**src/rtl/tone_burst_seq.sv**
```systemverilog
module tone_burst_seq #(
  parameter int CODE_W     = 4,
  parameter int BASE_TICKS = 51
) (
  input  logic              clk,
  input  logic              rst_n,
  input  logic              tick_ms,
  input  logic              wr_digit,
  input  logic [CODE_W-1:0] wr_code,
  input  logic              burst_off,
  input  logic              long_mode,
  input  logic              tone_gate,
  input  logic              single_sel,
  input  logic              col_sel,
  output logic              tone_en,
  output logic [CODE_W-1:0] tone_code,
  output logic              row_en,
  output logic              col_en,
  output logic              tx_ready,
  output logic              pause_done
);
  localparam int LONG_TICKS = 2 * BASE_TICKS;
  localparam int CNT_W = $clog2(LONG_TICKS + 1);
  localparam logic [CNT_W-1:0] SHORT_LEN = CNT_W'(BASE_TICKS);
  localparam logic [CNT_W-1:0] LONG_LEN  = CNT_W'(LONG_TICKS);

  typedef enum logic [1:0] {S_IDLE, S_BURST, S_PAUSE} seq_t;

  seq_t              state;
  logic [CNT_W-1:0]  cnt;
  logic [CNT_W-1:0]  dur_q;
  logic [CODE_W-1:0] code_q;
  logic              last_tick;

  assign last_tick = tick_ms && (cnt == dur_q - CNT_W'(1));

  always_ff @(posedge clk or negedge rst_n) begin
    if (!rst_n) begin
      state      <= S_IDLE;
      cnt        <= '0;
      dur_q      <= SHORT_LEN;
      code_q     <= '0;
      tx_ready   <= 1'b0;
      pause_done <= 1'b0;
    end else begin
      pause_done <= 1'b0;
      if (wr_digit && (burst_off || state == S_IDLE))
        code_q <= wr_code;
      if (burst_off) begin
        state    <= S_IDLE;
        cnt      <= '0;
        tx_ready <= 1'b0;
      end else begin
        case (state)
          S_IDLE: if (wr_digit) begin
            state    <= S_BURST;
            cnt      <= '0;
            dur_q    <= long_mode ? LONG_LEN : SHORT_LEN;
            tx_ready <= 1'b0;
          end
          S_BURST: if (last_tick) begin
            state <= S_PAUSE;
            cnt   <= '0;
          end else if (tick_ms) begin
            cnt <= cnt + CNT_W'(1);
          end
          S_PAUSE: if (last_tick) begin
            state      <= S_IDLE;
            cnt        <= '0;
            pause_done <= 1'b1;
            tx_ready   <= 1'b1;
          end else if (tick_ms) begin
            cnt <= cnt + CNT_W'(1);
          end
          default: state <= S_IDLE;
        endcase
      end
    end
  end

  assign tone_code = code_q;
  assign tone_en   = burst_off ? tone_gate : (state == S_BURST);
  assign row_en    = tone_en && (!single_sel || !col_sel);
  assign col_en    = tone_en && (!single_sel || col_sel);

  assert_ready_after_pause_R5: assert property (@(posedge clk) disable iff (!rst_n)
    $rose(tx_ready) |-> ($past(state) == S_PAUSE && !$past(burst_off)));

  assert_done_pulse_R6: assert property (@(posedge clk) disable iff (!rst_n)
    pause_done |=> !pause_done);

  assert_done_with_ready_R6: assert property (@(posedge clk) disable iff (!rst_n)
    pause_done |-> tx_ready);

  assert_code_held_R7: assert property (@(posedge clk) disable iff (!rst_n)
    (state != S_IDLE && !burst_off) |=> $stable(tone_code));

  assert_count_in_range_R3: assert property (@(posedge clk) disable iff (!rst_n)
    (state != S_IDLE) |-> (cnt < dur_q));

  assert_nonburst_abort_R9: assert property (@(posedge clk) disable iff (!rst_n)
    burst_off |=> (state == S_IDLE && !tx_ready));

  assert_len_choice_R4: assert property (@(posedge clk) disable iff (!rst_n)
    (dur_q == SHORT_LEN) || (dur_q == LONG_LEN));
endmodule

```
**config.mk**
```make
export PLATFORM = sky130hd
export DESIGN_NAME = tone_burst_seq
export DESIGN_NICKNAME = d
export VERILOG_FILES = /design/src/rtl/tone_burst_seq.sv
export SDC_FILE = /design/constraint.sdc
export NUM_CORES = 1
export LEC_CHECK = 0
export BUFFER_PORTS_ARGS = -buffer_cell sky130_fd_sc_hd__buf_2
export CAP_MARGIN = 5
export CORE_ASPECT_RATIO = 1.25
export CORE_MARGIN = 2
export CORE_UTILIZATION = 50
export CTS_CLUSTER_SIZE = 40
export DETAILED_ROUTE_END_ITERATION = 7
export PLACE_DENSITY = 0.75
export SYNTH_ARGS = -nofsm -noshare
export SYNTH_HDL_FRONTEND = slang
export SYNTH_SLANG_ARGS = --single-unit
```
**constraint.sdc**
```tcl
create_clock -name clk -period 4.75 [get_ports clk]
set_clock_uncertainty 0.1 [all_clocks]
set_input_delay 0.2375 -clock clk [delete_from_list [all_inputs] [get_ports clk]]
set_output_delay 0.2375 -clock clk [all_outputs]
set_load 0.01 [all_outputs]
```
# Yosys cells after proc, flatten, opt, wreduce, memory -nomap -nowiden
# Index checks and enable logic that the tools add are counted.
[classes]
n_reduce_logical = 17
n_mux = 19
n_addsub = 2
n_eq_ne = 7
n_bitwise = 1
[ops]
columns = ["operator", "n"]
rows = [
  ["$mux W7", 5],
  ["$pmux W7 S2", 1],
  ["$reduce_and A3 Y1", 4],
  ["$ne A3 B3 Y1 const B", 3],
  ["$mux W2", 4],
  ["$add A7 B1 Y7 const B", 1],
  ["$eq A7 B7 Y1", 1],
  ["$mux W1", 7],
  ["$sub A7 B1 Y7 const B", 1],
  ["$pmux W2 S3", 1],
  ["$reduce_bool A3 Y1", 2],
  ["$logic_and A1 B1 Y1", 4],
  ["$ne A4 B1 Y1 const B", 1],
  ["$logic_or A1 B1 Y1", 3],
  ["$eq A2 B1 Y1 const B", 1],
  ["$eq A2 B2 Y1 const B", 1],
  ["$logic_not A1 Y1", 2],
  ["$logic_not A2 Y1", 1],
  ["$pmux W1 S2", 1],
  ["$reduce_or A2 Y1", 1],
  ["$not A1 Y1", 1],
]
[word_totals]
regBits = 22
elab_cells = 52
in_bits = 13

# Depth between registers and ports, before layout
[logic_depth]
ltp_word = 6
mapped_depth = 7
depth_no_buf = 7

# Least setup slack after synthesis
# Ideal clock, no wire load.
[synth_timing]
path_type = "flip-flop to flip-flop"
start = "register state[0]"
end = "register cnt[5]"
path_slack_ps = 2800
arrival_time_ps = 1724
required_time_ps = 4524
n_path_buf = 0
setup_ps = 126
path_stages_with_launch = 8
period_less_slack_ps = 1950
cell_sequence = "dfrtp_1 inv_1 ha_1 nor2b_1 or3b_2 nand2_1 nor3_1 a221o_1"
[synth_between]
elab_chain_len = 4
elab_cells_between_ends = 10
cone_classes = "4 x eq/ne; 2 x mux; 4 x reduce/logical"
[synth_lines]
columns = ["element", "line_no", "rtl"]
rows = [
  ["start: declaration", "29", "seq_t state;"],
  ["start signal: assignment", "39", "state <= S_IDLE;"],
  ["start signal: assignment", "50", "state <= S_IDLE;"],
  ["start signal: assignment", "56", "state <= S_BURST;"],
  ["$eq A2 B1 Y1 / $eq A2 B2 Y1 (equally long branches)", "54", "case (state)"],
  ["$reduce_or A2 Y1 (no source line)", "--", ""],
  ["$ne A4 B1 Y1 (no source line) (tied with other cells)", "--", ""],
  ["$reduce_and A3 Y1 (no source line) / $mux W7 (equally long branches)", "--", ""],
  ["end signal: assignment", "65", "cnt <= cnt + CNT_W'(1);"],
  ["end signal: assignment", "73", "cnt <= cnt + CNT_W'(1);"],
  ["end: declaration", "30", "logic [CNT_W-1:0] cnt;"],
]
# Several ways; a longest one is shown, not always the timed one.
# A chain may end at the register's enable or synchronous reset.

# Worst setup path in the final report
[layout_timing]
start = "register state[1]"
end = "register cnt[3]"
# Same word-level chain as after synthesis.

==> flow_summary.json <==
{
  "status": "complete, no violations",
  "insertedDiodeCount": 0,
  "async_flop_share_pct": 100,
  "worstMarginPinSlew_ns": 0.631,
  "grt_max_degree": 18,
  "synth_nets": 115,
  "grt_antenna_before_repair": 0,
  "dp_hpwl_um": 1490,
  "finalCritPeriodShare_pct": 44.1,
  "fp.dieH_um": 53.3,
  "wire_per_inst_um": 14.0,
  "post_cts_buffers": 0,
  "max_freq_ghz": 0.477,
  "cts_buffer_depth": 2,
  "peakVddDrop_mv": 0.183,
  "clk_latency_ns": 0.29,
  "cp_top_family": "compound AO/OA/AOI/OAI gates",
  "layout-drive-gt1-share_pct": 33.1,
  "crit_path_start_kind": "flip-flop",
  "vias": 836,
  "finalCriticalPeriod_ns": 2.10,
  "io_buffer_count": 21,
  "drt_wl_total_um": 1960,
  "drt_iter0_drc": 18,
  "path_cells": "inv_1 > ha_1 > or2b_2 > a21oi_1 > nand3_1 > o311ai_0",
  "numClockSinks": 17,
  "pre_cts_ws_ns": 2.63,
  "syn_avg_cell_area_um2": 10.0,
  "yosysUniqueCellTypes": 36,
  "fin_tns_setup_ns": 0,
  "hold_path.class": "in2reg",
  "grt_overflow": 0,
  "synth_edf_count": 0,
  "fillCellCount": 154,
  "dr.pass1.iters": 4,
  "synth-seq-area-share_pct": 43.9,
  "cts_tree": "yes",
  "path_clk_slew_ns": 0.10,
  "num_rows": 17,
  "h-tree-depth": 1,
  "synthCells": 97,
  "final_core_util_pct": 62.4,
  "end_kind": "flip-flop",
  "setup_slack_ns": 2.65,
  "grt_pass1_wl_um": 3150,
  "floorplan.initialDensity_pct": 53.8,
  "die-area_um2": 2320,
  "nNetsFinal": 140,
  "cp_num_buf_inv": 1,
  "grt_setup_unrepaired": "no",
  "setup_viol": 0,
  "vias_per_cell": 5.97,
  "cp.required_ns": 4.84,
  "die_x_um": 43.4,
  "synth-seq-cells": 17,
  "cts-root-buf": "clkbuf_4",
  "area_delta_synth_final_pct": 16.1,
  "p_per_area_nw_per_um2": 411,
  "ant_nets": 0,
  "drv_slew": 0,
  "path_class": "reg2reg",
  "drcViolationCount": 0,
  "max_cap_violations": 0,
  "numCtsBuffers": 3,
  "ys_warn_count": 0,
  "grt_usage_pct": 18.7,
  "netlist_area_um2": 972,
  "max_stage_delay_ns": 0.38,
  "cp.arrival_ns": 2.18,
  "finalHoldViolations": 0,
  "critPathMaxFanout": 5,
  "synth_ff_type": "dfrtp_1",
  "max_slew_margin_pct": 57.5,
  "io_pins": 22,
  "critical_path.slowest_cell": "dfrtp_1",
  "core-area_um2": 1810,
  "gp_congestion": 0.812,
  "grt_pass1_vias": 769,
  "p_leak_nw": 0.513
}
## synthesized netlist by cell type (2+ instances only)
cell type,number,area share (%)
dfrtp_1,16,41
nand2_1,11,4.2
nand3_1,7,3.6
a21oi_1,6,3.1
ha_1,5,6.4
inv_1,5,1.9
mux2_2,5,5.8
o21ai_0,5,2.6
nor2_1,3,1.2
o311ai_0,3,2.7
buf_2,2,1.0
nand2b_1,2,1.3
nand4_1,2,1.3
nor2b_1,2,1.3
nor3_1,2,1.0
## worst paths after layout
check                             start            to  slack [ns]  cells after the start
max reg2reg                    state[1]        cnt[3]        2.65                      6
max                            state[1]        cnt[3]        2.65                      6
min reg2reg                tone_code[0]  tone_code[0]        0.41                      1
min                           long_mode      dur_q[4]        0.01                      2
max in group asynchronous         rst_n      dur_q[4]        3.95                      2
min in group asynchronous         rst_n  tone_code[3]        0.29                      2
## cells by family (layout without fill, tap and decap cells)
kind of cell    count (synthesis)  in the layout  share of synthesized area (%)
compound gates                 20             20                           14.5
fa+ha+maj                       5              5                           6.44
simple gates                   40             40                           22.9
mux                             7              7                           8.36
buf+inv                         7             31                           2.96
xor+xnor                        1              1                          0.901
flops                          17             17                           43.9
## cell usage in the layout (no fill, tap or decap), drive strengths merged, types with 2 or more instances in the layout
cell / netlist / final
buf: 2 / 21
nor2b: 2 / 2
nand2: 11 / 11
dfrtp: 16 / 16
o311ai: 3 / 3
and2: 2 / 2
o21ai: 5 / 5
nor2: 3 / 3
mux2: 6 / 6
nand3: 7 / 7
clkbuf: 0 / 3
nor3: 2 / 2
ha: 5 / 5
nand2b: 2 / 2
nand4: 2 / 2
inv: 5 / 5
a21oi: 6 / 6
## metrics by stage
stage / total power, mW / cells / hold WS (ns) / cell area (um2)
global placement: 0.379 / 135 / 0.0700 / 1090
detailed placement: 0.390 / 135 / 0.0743 / 1090
global route: 0.497 / 140 / 0.00986 / 1130
CTS: 0.468 / 140 / 0.00568 / 1130
finish: 0.464 / 140 / 0.0119 / 1130
floorplan: 0.332 / 97 / -0.158 / 972
## sequential cells by signal (all words and copies together), names as in the netlist
name and flops:
state 2, tx_ready 1, pause_done 1, cnt 7, tone_code 4, dur_q 2
## cell type report
type	instances	area [um2]	share of cell area, %
multi-input combinational	73	517	45.8
sequential	17	427	37.8
timing repair buffer	22	115	10.2
tap	19	23.8	2.11
clock buffer	3	22.5	2.00
inverter	5	18.8	1.66
clock inverter	1	5.00	0.443
## where the power goes
| group | internal, mW | switching (mW) | leakage [nW] |
|---|---|---|---|
| registers | 0.177 | 0.0222 | 0.220 |
| logic | 0.0855 | 0.101 | 0.275 |
| clock network | 0.0313 | 0.0458 | 0.0177 |
## routing by layer
layer  GRT usage, %  wire [um]  vias to the layer above
li1               -          -                      401
met1           20.0        809                      399
met2           32.8       1010                       32
met3           4.44        108                        4
met4           11.1         33                        0
met5              0          0                        -
## what timing repair did
action,4_1_cts,5_1_grt
gates resized for setup,0,0
hold buffers,1,0
endpoints found under the hold margin,16,0
(Power assumes the default switching activity.)
